**config.mk**
```make
export PLATFORM = sky130hd
export DESIGN_NAME = dual_fifo_events
export DESIGN_NICKNAME = d
export VERILOG_FILES = /design/src/rtl/dfe_pkg.sv /design/src/rtl/dfe_datapath.sv /design/src/rtl/dfe_ctrl.sv /design/src/rtl/dual_fifo_events.sv
export SDC_FILE = /design/constraint.sdc
export NUM_CORES = 1
export LEC_CHECK = 0
export BUFFER_PORTS_ARGS = -buffer_cell sky130_fd_sc_hd__buf_2
export CAP_MARGIN = 20
export CORE_AREA = 2 2 186 142
export CTS_BUF_LIST = sky130_fd_sc_hd__clkbuf_8
export CTS_CLUSTER_SIZE = 25
export DETAILED_ROUTE_END_ITERATION = 8
export DIE_AREA = 0 0 188 144
export PLACE_DENSITY_LB_ADDON = 0.08
export SLEW_MARGIN = 20
export SYNTH_ARGS = -nofsm -noshare
export SYNTH_HDL_FRONTEND = slang
export SYNTH_SLANG_ARGS = --single-unit
```
**constraint.sdc**
```tcl
create_clock -name clk -period 3.8 [get_ports clk]
set_clock_uncertainty 0.15 [all_clocks]
set_input_delay 0.38 -clock clk [delete_from_list [all_inputs] [get_ports clk]]
set_output_delay 0.38 -clock clk [all_outputs]
set_load 0.02 [all_outputs]
```
**src/rtl/dfe_pkg.sv**
```systemverilog
package dfe_pkg;
  localparam int BYTE_W      = 8;
  localparam int CFG_W       = 16;
  localparam int THR_FIELD_W = 6;
  localparam int TX_THR_LSB  = 0;
  localparam int RX_THR_LSB  = 8;
  localparam int TX_CLR_BIT  = 6;
  localparam int RX_CLR_BIT  = 14;
  localparam int CH_TX       = 0;
  localparam int CH_RX       = 1;

  // Per-queue command strobes from control to datapath
  typedef struct packed {
    logic clr;
    logic push;
    logic pop;
  } fifoCmd_t;
endpackage

```
**src/rtl/dfe_datapath.sv**
```systemverilog
module dfe_datapath
  import dfe_pkg::*;
#(
  parameter int DEPTH = 8,
  parameter int LVL_W = 4
) (
  input  logic                        clk,
  input  logic                        rstN,
  input  fifoCmd_t [1:0]              cmd,
  input  logic [1:0][BYTE_W-1:0]      wrByte,
  output logic [1:0][LVL_W-1:0]       level,
  output logic [1:0][BYTE_W-1:0]      headByte
);
  localparam int PTR_W = (DEPTH > 1) ? $clog2(DEPTH) : 1;

  for (genvar ch = 0; ch < 2; ch++) begin : gCh
    logic [BYTE_W-1:0] mem [DEPTH];
    logic [PTR_W-1:0]  wrPtr;
    logic [PTR_W-1:0]  rdPtr;
    logic [LVL_W-1:0]  lvl;

    always_ff @(posedge clk or negedge rstN) begin
      if (!rstN) begin
        wrPtr <= '0;
        rdPtr <= '0;
        lvl   <= '0;
      end else if (cmd[ch].clr) begin
        wrPtr <= '0;
        rdPtr <= '0;
        lvl   <= '0;
      end else begin
        if (cmd[ch].push) wrPtr <= wrPtr + 1'b1;
        if (cmd[ch].pop)  rdPtr <= rdPtr + 1'b1;
        case ({cmd[ch].push, cmd[ch].pop})
          2'b10:   lvl <= lvl + 1'b1;
          2'b01:   lvl <= lvl - 1'b1;
          default: lvl <= lvl;
        endcase
      end
    end

    always_ff @(posedge clk) begin
      if (cmd[ch].push && !cmd[ch].clr) mem[wrPtr] <= wrByte[ch];
    end

    assign level[ch]    = lvl;
    assign headByte[ch] = (lvl == '0) ? '0 : mem[rdPtr];
  end
endmodule

```
**src/rtl/dfe_ctrl.sv**
```systemverilog
module dfe_ctrl
  import dfe_pkg::*;
#(
  parameter int DEPTH = 8,
  parameter int LVL_W = 4,
  parameter int LEN_W = 16
) (
  input  logic                   clk,
  input  logic                   rstN,
  input  logic                   cfgWe,
  input  logic [CFG_W-1:0]       cfgData,
  input  logic                   lenWe,
  input  logic [LEN_W-1:0]       lenData,
  input  logic                   lenDirRx,
  input  logic                   regWrite,
  input  logic                   regRead,
  input  logic                   busTxPop,
  input  logic                   busRxPush,
  input  logic [1:0][LVL_W-1:0]  level,
  output fifoCmd_t [1:0]         cmd,
  output logic                   txOverflow,
  output logic                   evTxReady,
  output logic                   evTxDrain,
  output logic                   evRxReady,
  output logic                   evRxDrain
);
  localparam logic [LVL_W-1:0] FULL_LVL = LVL_W'(DEPTH);

  logic [THR_FIELD_W:0] txThr;
  logic [THR_FIELD_W:0] rxThr;
  logic [LEN_W-1:0]     remaining;
  logic                 dirRx;

  logic clrTx, clrRx, txFull, txEmpty, rxFull, rxEmpty, countStep;

  assign clrTx   = cfgWe && cfgData[TX_CLR_BIT];
  assign clrRx   = cfgWe && cfgData[RX_CLR_BIT];
  assign txFull  = (level[CH_TX] == FULL_LVL);
  assign txEmpty = (level[CH_TX] == '0);
  assign rxFull  = (level[CH_RX] == FULL_LVL);
  assign rxEmpty = (level[CH_RX] == '0);

  always_comb begin
    cmd[CH_TX].clr  = clrTx;
    cmd[CH_TX].push = regWrite && !txFull && !clrTx;
    cmd[CH_TX].pop  = busTxPop && !txEmpty && !clrTx;
    cmd[CH_RX].clr  = clrRx;
    cmd[CH_RX].push = busRxPush && !rxFull && !clrRx;
    cmd[CH_RX].pop  = regRead && !rxEmpty && !clrRx;
  end

  assign countStep = dirRx ? cmd[CH_RX].push : cmd[CH_TX].pop;

  always_ff @(posedge clk or negedge rstN) begin
    if (!rstN) begin
      txThr      <= (THR_FIELD_W+1)'(1);
      rxThr      <= (THR_FIELD_W+1)'(1);
      remaining  <= '0;
      dirRx      <= 1'b0;
      txOverflow <= 1'b0;
    end else begin
      if (cfgWe) begin
        txThr <= {1'b0, cfgData[TX_THR_LSB +: THR_FIELD_W]} + 1'b1;
        rxThr <= {1'b0, cfgData[RX_THR_LSB +: THR_FIELD_W]} + 1'b1;
      end
      if (lenWe && (lenData != '0)) begin
        remaining <= lenData;
        dirRx     <= lenDirRx;
      end else if (countStep && (remaining != '0)) begin
        remaining <= remaining - 1'b1;
      end
      if (clrTx)                    txOverflow <= 1'b0;
      else if (regWrite && txFull)  txOverflow <= 1'b1;
    end
  end

  logic [LEN_W-1:0] txLvlX, rxLvlX, txThrX, rxThrX, unwritten;

  always_comb begin
    txLvlX    = LEN_W'(level[CH_TX]);
    rxLvlX    = LEN_W'(level[CH_RX]);
    txThrX    = LEN_W'(txThr);
    rxThrX    = LEN_W'(rxThr);
    unwritten = (remaining > txLvlX) ? (remaining - txLvlX) : '0;

    evRxReady = (rxLvlX >= rxThrX);
    evRxDrain = dirRx && (remaining == '0) && (rxLvlX != '0) && (rxLvlX < rxThrX);
    evTxReady = !dirRx && (txLvlX < txThrX) && (unwritten >= txThrX);
    evTxDrain = !dirRx && (unwritten != '0) && (unwritten < txThrX);
  end
endmodule

```
**src/rtl/dual_fifo_events.sv**
```systemverilog
module dual_fifo_events
  import dfe_pkg::*;
#(
  parameter int DEPTH_CODE = 0,
  parameter int LEN_W      = 16,
  localparam int DEPTH     = 8 << DEPTH_CODE,
  localparam int LVL_W     = $clog2(DEPTH + 1)
) (
  input  logic              clk,
  input  logic              rstN,
  input  logic              cfgWe,
  input  logic [15:0]       cfgData,
  input  logic              lenWe,
  input  logic [LEN_W-1:0]  lenData,
  input  logic              lenDirRx,
  input  logic              regWrite,
  input  logic [7:0]        regWdata,
  input  logic              regRead,
  output logic [7:0]        regRdata,
  input  logic              busTxPop,
  output logic [7:0]        busTxData,
  input  logic              busRxPush,
  input  logic [7:0]        busRxData,
  output logic [LVL_W-1:0]  txLevel,
  output logic [LVL_W-1:0]  rxLevel,
  output logic [2:0]        depthCode,
  output logic              evTxReady,
  output logic              evTxDrain,
  output logic              evRxReady,
  output logic              evRxDrain,
  output logic              txOverflow
);
  fifoCmd_t [1:0]          cmd;
  logic [1:0][LVL_W-1:0]   level;
  logic [1:0][BYTE_W-1:0]  wrByte;
  logic [1:0][BYTE_W-1:0]  headByte;

  assign wrByte[CH_TX] = regWdata;
  assign wrByte[CH_RX] = busRxData;

  dfe_ctrl #(.DEPTH(DEPTH), .LVL_W(LVL_W), .LEN_W(LEN_W)) uCtrl (
    .clk(clk), .rstN(rstN), .cfgWe(cfgWe), .cfgData(cfgData),
    .lenWe(lenWe), .lenData(lenData), .lenDirRx(lenDirRx),
    .regWrite(regWrite), .regRead(regRead), .busTxPop(busTxPop),
    .busRxPush(busRxPush), .level(level), .cmd(cmd), .txOverflow(txOverflow),
    .evTxReady(evTxReady), .evTxDrain(evTxDrain),
    .evRxReady(evRxReady), .evRxDrain(evRxDrain)
  );

  dfe_datapath #(.DEPTH(DEPTH), .LVL_W(LVL_W)) uData (
    .clk(clk), .rstN(rstN), .cmd(cmd), .wrByte(wrByte),
    .level(level), .headByte(headByte)
  );

  assign txLevel   = level[CH_TX];
  assign rxLevel   = level[CH_RX];
  assign busTxData = headByte[CH_TX];
  assign regRdata  = headByte[CH_RX];
  assign depthCode = 3'(DEPTH_CODE);
endmodule

```
# After elaboration in Yosys (flattened, before gate mapping)
# Memories as Yosys holds them, arrays and structs flattened.
# Cells that the tools add are included.
[op_classes] add_sub_neg=12 magnitude_cmp=6 eq_ne=6 muxes=24 n_reduce_logical=44
[ops] cell="16-bit two-way mux" count=3
[ops] cell="16-bit nonzero test" count=3
[ops] cell="3-bit two-way mux" count=8
[ops] cell="1-bit logical AND" count=22
[ops] cell="16-bit by 7-bit greater-or-equal comparator with 1-bit output" count=1
[ops] cell="16-bit by 4-bit greater-than comparator with 1-bit output" count=1
[ops] cell="16-bit logical NOT" count=1
[ops] cell="16-bit by 7-bit less-than comparator with 1-bit output" count=1
[ops] cell="8-bit two-way mux" count=2
[ops] cell="4-bit one-hot mux with 2 select lines" count=2
[ops] cell="16-bit by 1-bit subtractor with 16-bit output (second input constant)" count=1
[ops] cell="16-bit by 4-bit subtractor with 16-bit output" count=1
[ops] cell="6-bit by 1-bit adder with 7-bit output (second input constant)" count=2
[ops] cell="4-bit by 7-bit less-than comparator with 1-bit output" count=2
[ops] cell="3-bit by 1-bit adder with 3-bit output (second input constant)" count=4
[ops] cell="2-bit nonzero test" count=6
[ops] cell="4-bit by 1-bit adder with 4-bit output (second input constant)" count=2
[ops] cell="4-bit equality test (second input constant)" count=2
[ops] cell="4-bit logical NOT" count=2
[ops] cell="4-bit two-way mux" count=2
[ops] cell="4-bit by 1-bit subtractor with 4-bit output (second input constant)" count=2
[ops] cell="4-bit by 7-bit greater-or-equal comparator with 1-bit output" count=1
[ops] cell="1-bit logical NOT" count=7
[ops] cell="1-bit two-way mux" count=7
[ops] cell="other kinds (4)" count=7
[word_totals] regBits=52 ramBits=128 out_inout_bits=32 memories=2
[mem_list] name="uData.gCh[0].mem" words=8 width=8 read_ports=1 rd_ports_with_merged_regs=0 write_ports=1 line="dfe_datapath.sv:17" text="logic [BYTE_W-1:0] mem [DEPTH];"
[mem_list] name="uData.gCh[1].mem" words=8 width=8 read_ports=1 rd_ports_with_merged_regs=0 write_ports=1 line="dfe_datapath.sv:17"

# Logic depth before layout (Yosys ltp)
[logic_depth] word_depth=8 mapped_depth=15

# By module
# From an unflattened synthesis, not the netlist that was laid out.
[unflattened] hier_cells=655 hier_area_um2=8805.9
[by_module_without_submodules] module="dfe_datapath" instances=1 cells_per_inst=343 area_each_um2=6217.2 seq_area_each_um2=4344.2
[by_module_without_submodules] module="dfe_ctrl" instances=1 cells_per_inst=308 area_each_um2=2562.5 seq_area_each_um2=803.3
[by_module_without_submodules] module="dual_fifo_events" instances=1 cells_per_inst=4 area_each_um2=26.3 seq_area_each_um2=0.0

# Worst setup path after synthesis
# Ideal clock, no wire load.
[synth_timing] kind="register -> output" start="register uData.gCh[0].lvl[1]" end="output port evTxDrain" arrival_time_ns=3.930 required_ns=3.270 path_slack_ns=-0.660 stages_incl_launch_ff=12 path_buffers=0 cell_sequence="dfrtp_1 > inv_1 > fa_1 > a21o_1 > a21o_1 > a211oi_1 > nor2_1 > ha_1 > a21o_1 > a21oi_1 > nand3_1 > a2111oi_0"
[synth_between] elab_chain_cells=5 elab_cells_between_ends=7 cone_classes="add/sub (1); order compare (2); mux (1); reduce/logical (3)"
[synth_rtl] element="start, declared" line="dfe_datapath.sv:20" text="logic [LVL_W-1:0] lvl;"
[synth_rtl] element="start signal, assigned" line="dfe_datapath.sv:35" text="2'b10: lvl <= lvl + 1'b1;"
[synth_rtl] element="start signal, assigned" line="dfe_datapath.sv:36" text="2'b01: lvl <= lvl - 1'b1;"
[synth_rtl] element="start signal, assigned" line="dfe_datapath.sv:37" text="default: lvl <= lvl;"
[synth_rtl] element="16-bit by 4-bit subtractor with 16-bit output or 16-bit by 4-bit greater-than comparator with 1-bit output (tied branches)" line="dfe_ctrl.sv:84" text="unwritten = (remaining > txLvlX) ? (remaining - txLvlX) : '0;"
[synth_rtl] element="16-bit two-way mux *" line="dfe_ctrl.sv:84"
[synth_rtl] element="parallel branches: the longest is 2 deep, another holds 16-bit by 7-bit less-than comparator with 1-bit output"
[synth_rtl] element="1-bit logical AND *" line="dfe_ctrl.sv:89" text="evTxDrain = !dirRx && (unwritten != '0) && (unwritten < txThrX);"
[synth_rtl] element="end, declared" line="dual_fifo_events.sv:28" text="output logic evTxDrain,"
# Every way passes the cells marked *.

# Final worst setup path
[layout_timing] start="register uCtrl.remaining[0]" end="output port evTxDrain"
[layout_between] elab_chain_cells=5 elab_cells_between_ends=7 cone_classes="add/sub (1); order compare (2); mux (1); reduce/logical (3)"
[layout_rtl] element="start, declared" line="dfe_ctrl.sv:31" text="logic [LEN_W-1:0] remaining;"
[layout_rtl] element="start signal, assigned" line="dfe_ctrl.sv:67" text="remaining <= lenData;"
[layout_rtl] element="start signal, assigned" line="dfe_ctrl.sv:70" text="remaining <= remaining - 1'b1;"
[layout_rtl] element="16-bit by 4-bit subtractor with 16-bit output or 16-bit by 4-bit greater-than comparator with 1-bit output (tied branches)" line="dfe_ctrl.sv:84"
[layout_rtl] element="16-bit two-way mux *" line="dfe_ctrl.sv:84"
[layout_rtl] element="parallel branches: the longest is 2 deep, another holds 16-bit by 7-bit less-than comparator with 1-bit output"
[layout_rtl] element="1-bit logical AND *" line="dfe_ctrl.sv:89"
# Marked as above.

==> summary.txt <==
Clock Sinks: 180
most frequent cells after synthesis: edfxtp_1 (128), nor2_1 (76), dfrtp_1 (50), nand2_1 (33), mux4_2 (32)
first-pass GRT wire length: 32.2 mm
Highest Signal Layer: met5
r2r startpoint: uData.gCh[0].lvl[0]
vias in the first global route: 5,757
Core Area: 25,500 um^2
slew margin rel.: 35.8%
Register-to-Register Path Depth: 11
post-synthesis sequential area ratio: 59.1%
critical path peak fanout: 8
worst skew pair latency: 0.46 ns
Hold Path Origin: lenData[1]
Final Hold Fails: 0
outcome: finished, violations left
top-count cell post-synth: edfxtp_1
final setup margin: -0.158 ns
worst hold path depth: 3
worst hold path class: in -> reg
Ys Warns: 0
fin crit share: 104%
Final Max Tran Viols: 0
Synth top area share: 44.1%
ys flop type: edfxtp_1
VDD IR-drop max: 0.313 mV
RSZ-0062 raised after global routing: yes
CP Class: reg -> out
Power, Total: 0.00647 W
Met1 Wirelength: 9.84 mm
layout cells sized above 1: 27.8%
setup TNS: -0.297 ns
Leak: 3.90 nW
DP Area: 9670 um^2
Hold EP: uCtrl.remaining[1]
ant diodes: 0
Via density: 4.98
clk buf depth: 2
Overall Global Routing Usage: 15.8%
FF-to-FF setup slack: 0.57 ns
Cell Area, Synth: 8710 um^2
failing checks: negative setup slack
WL/cell: 18.0 um
chip height: 144 um
Placement Setup Slack: 0.0569 ns
post-layout min period: 3.96 ns
CP endpoint kind: primary output
Port Buffer Count: 83
die area: 27,100 um^2
initial core utilization: 34.2%
leading area contributor after synthesis: edfxtp_1
Vias: 5,679
grt ovf: 0
Synth async-reset ratio: 28.9%
worst slew pin tran: 0.960 ns
drt drc: 0
H-Tree Level Count: 4
register clock-pin slew on the reported worst setup and hold paths: 0.11 ns
Mapped Cells: 659
reg2reg end: uData.gCh[0].lvl[3]
P per Cell Area: 625 nW/um^2
Synth Register Bits: 180
antenna viol nets, final: 0
Final Wtd Congestion: 0.773
Syn Area/Cell: 13.2 um^2
Unique masters post-synth: 57
CP Launch Type: flop
max-cap violation count: 0
Area Growth Syn to Fin: 18.9%
crit path DAT: 3.43 ns
root buffer cell: clkbuf_8
Initial DRT Pass Iterations: 4
pin count of the biggest net entering global routing: 30
number of synthesized flops with an enable pin: 128
Final nets: 872
DRT iter0 DRCs: 394
Worst EP required: 3.27 ns
DR WL met3: 705 um
IO Count: 89
Final Cell Area: 10,400 um^2
met2 routed WL: 9.81 mm
Max Clk Rate: 0.253 GHz
die width: 188 um
top post-synthesis cells by area: edfxtp_1 (44%), dfrtp_1 (14%), mux4_2 (8.3%)
drt total wl: 20.5 mm
initial antenna violation count: 1
Row Count: 51
Num CTS Buffers: 17
CTS tree: built
detailed placement HPWL: 14.2 mm
# setup viols final: 2
## sequential cells by signal (all words and copies together) (netlist names)
name / cells
uData.gCh.rdPtr: 6
uData.gCh.mem: 128
uCtrl.remaining: 16
uCtrl.rxThr: 7
uCtrl.dirRx: 1
uCtrl.txThr: 7
uCtrl.txOverflow: 1
uData.gCh.wrPtr: 6
uData.gCh.lvl: 8
## power breakdown
group          internal (W)  leakage (nW)  switching, W
Combinational       0.00114          1.91       0.00142
Clock              0.000579         0.195      0.000697
Sequential          0.00237          1.79      0.000266
Total               0.00409          3.90       0.00238
## through the flow
step / utilization (%) / hold slack, ns / instances
finish: 40.7 / 0.0327 / 1140
global route: 40.7 / 0.00700 / 1140
CTS: 40.6 / 0.000815 / 1139
detailed placement: 38.0 / 0.298 / 1086
global placement: 38.0 / 0.307 / 1086
floorplan: - / -0.0656 / 661
## metal layers
metal	vias to the layer above	track usage [%]
met5	-	0
met4	2	4.14
met3	11	3.74
met2	96	25.5
met1	2838	21.5
li1	2732	-
## worst max-delay path: stages, from the launching register on
cell	delay [ns]
dfrtp_1	0.40
inv_2	0.08
ha_4	0.13
inv_2	0.03
fa_2	0.34
a21o_1	0.23
a21o_1	0.19
a211oi_2	0.16
buf_4	0.19
nor2_2	0.07
ha_4	0.24
a21oi_1	0.16
a211o_1	0.16
nand3_2	0.11
a2111oi_4	0.26
buf_4	0.21
## logic make-up after synthesis
| group | synth area share (%) |
|---|---|
| other | 0.0431 |
| flip-flops | 59.1 |
| AND/OR/NAND/NOR | 11.9 |
| buffers and inverters | 3.03 |
| adder cells (fa/ha/maj) | 4.86 |
| AO/OA/AOI/OAI | 7.34 |
| XOR/XNOR | 3.02 |
| multiplexers | 10.7 |
## worst max-delay path by stage
stage,start,to,cells after the start
2_1_floorplan,uData.gCh[0].lvl[1],evTxDrain,11
3_3_place_gp,uCtrl.remaining[0],evTxDrain,15
3_5_place_dp,uCtrl.remaining[0],evTxDrain,15
4_1_cts,uCtrl.remaining[0],evTxReady,16
5_1_grt,uCtrl.remaining[0],evTxDrain,15
6_report,uCtrl.remaining[0],evTxDrain,15
## final cells by class
| type | instances | area, um^2 |
|---|---|---|
| Timing Repair Buffer | 135 | 845 |
| Tap cell | 344 | 430 |
| Multi-Input combinational cell | 420 | 3440 |
| Inverter | 29 | 109 |
| Fill cell | 2431 | 15100 |
| Clock inverter | 15 | 144 |
| Clock buffer | 17 | 234 |
| Sequential cell | 180 | 5150 |
## cells in the final DEF (no fill, tap or decap), types with 3 or more instances in the layout
cell type	n
edfxtp_1	128
buf_2	81
nor2_1	74
dfrtp_1	50
buf_4	41
nand2_1	33
mux4_2	32
inv_1	29
ha_1	26
a21oi_1	23
mux2i_1	21
xnor2_1	17
clkbuf_8	17
nand3_1	16
or3_1	14
xor2_1	13
a31oi_1	12
o21ai_0	12
dlygate4sd3_1	12
or4_1	11
or2_2	8
nand2b_1	8
a211oi_1	7
nor3_1	7
a21o_1	7
o41ai_1	5
nand4_1	5
clkinv_2	5
a211o_1	4
o31ai_1	3
o22ai_1	3
nor4_1	3
or4b_1	3
ha_4	3
conb_1	3
clkinvlp_4	3
## what timing repair did
action	4_1_cts	5_1_grt
hold buffers	12	0
setup buffers	9	1
pin swaps	6	1
endpoints found under the hold margin	38	0
gates resized for setup	20	4
setup endpoints to repair	2	3
No activity file was read; power rests on OpenSTA's default activity.
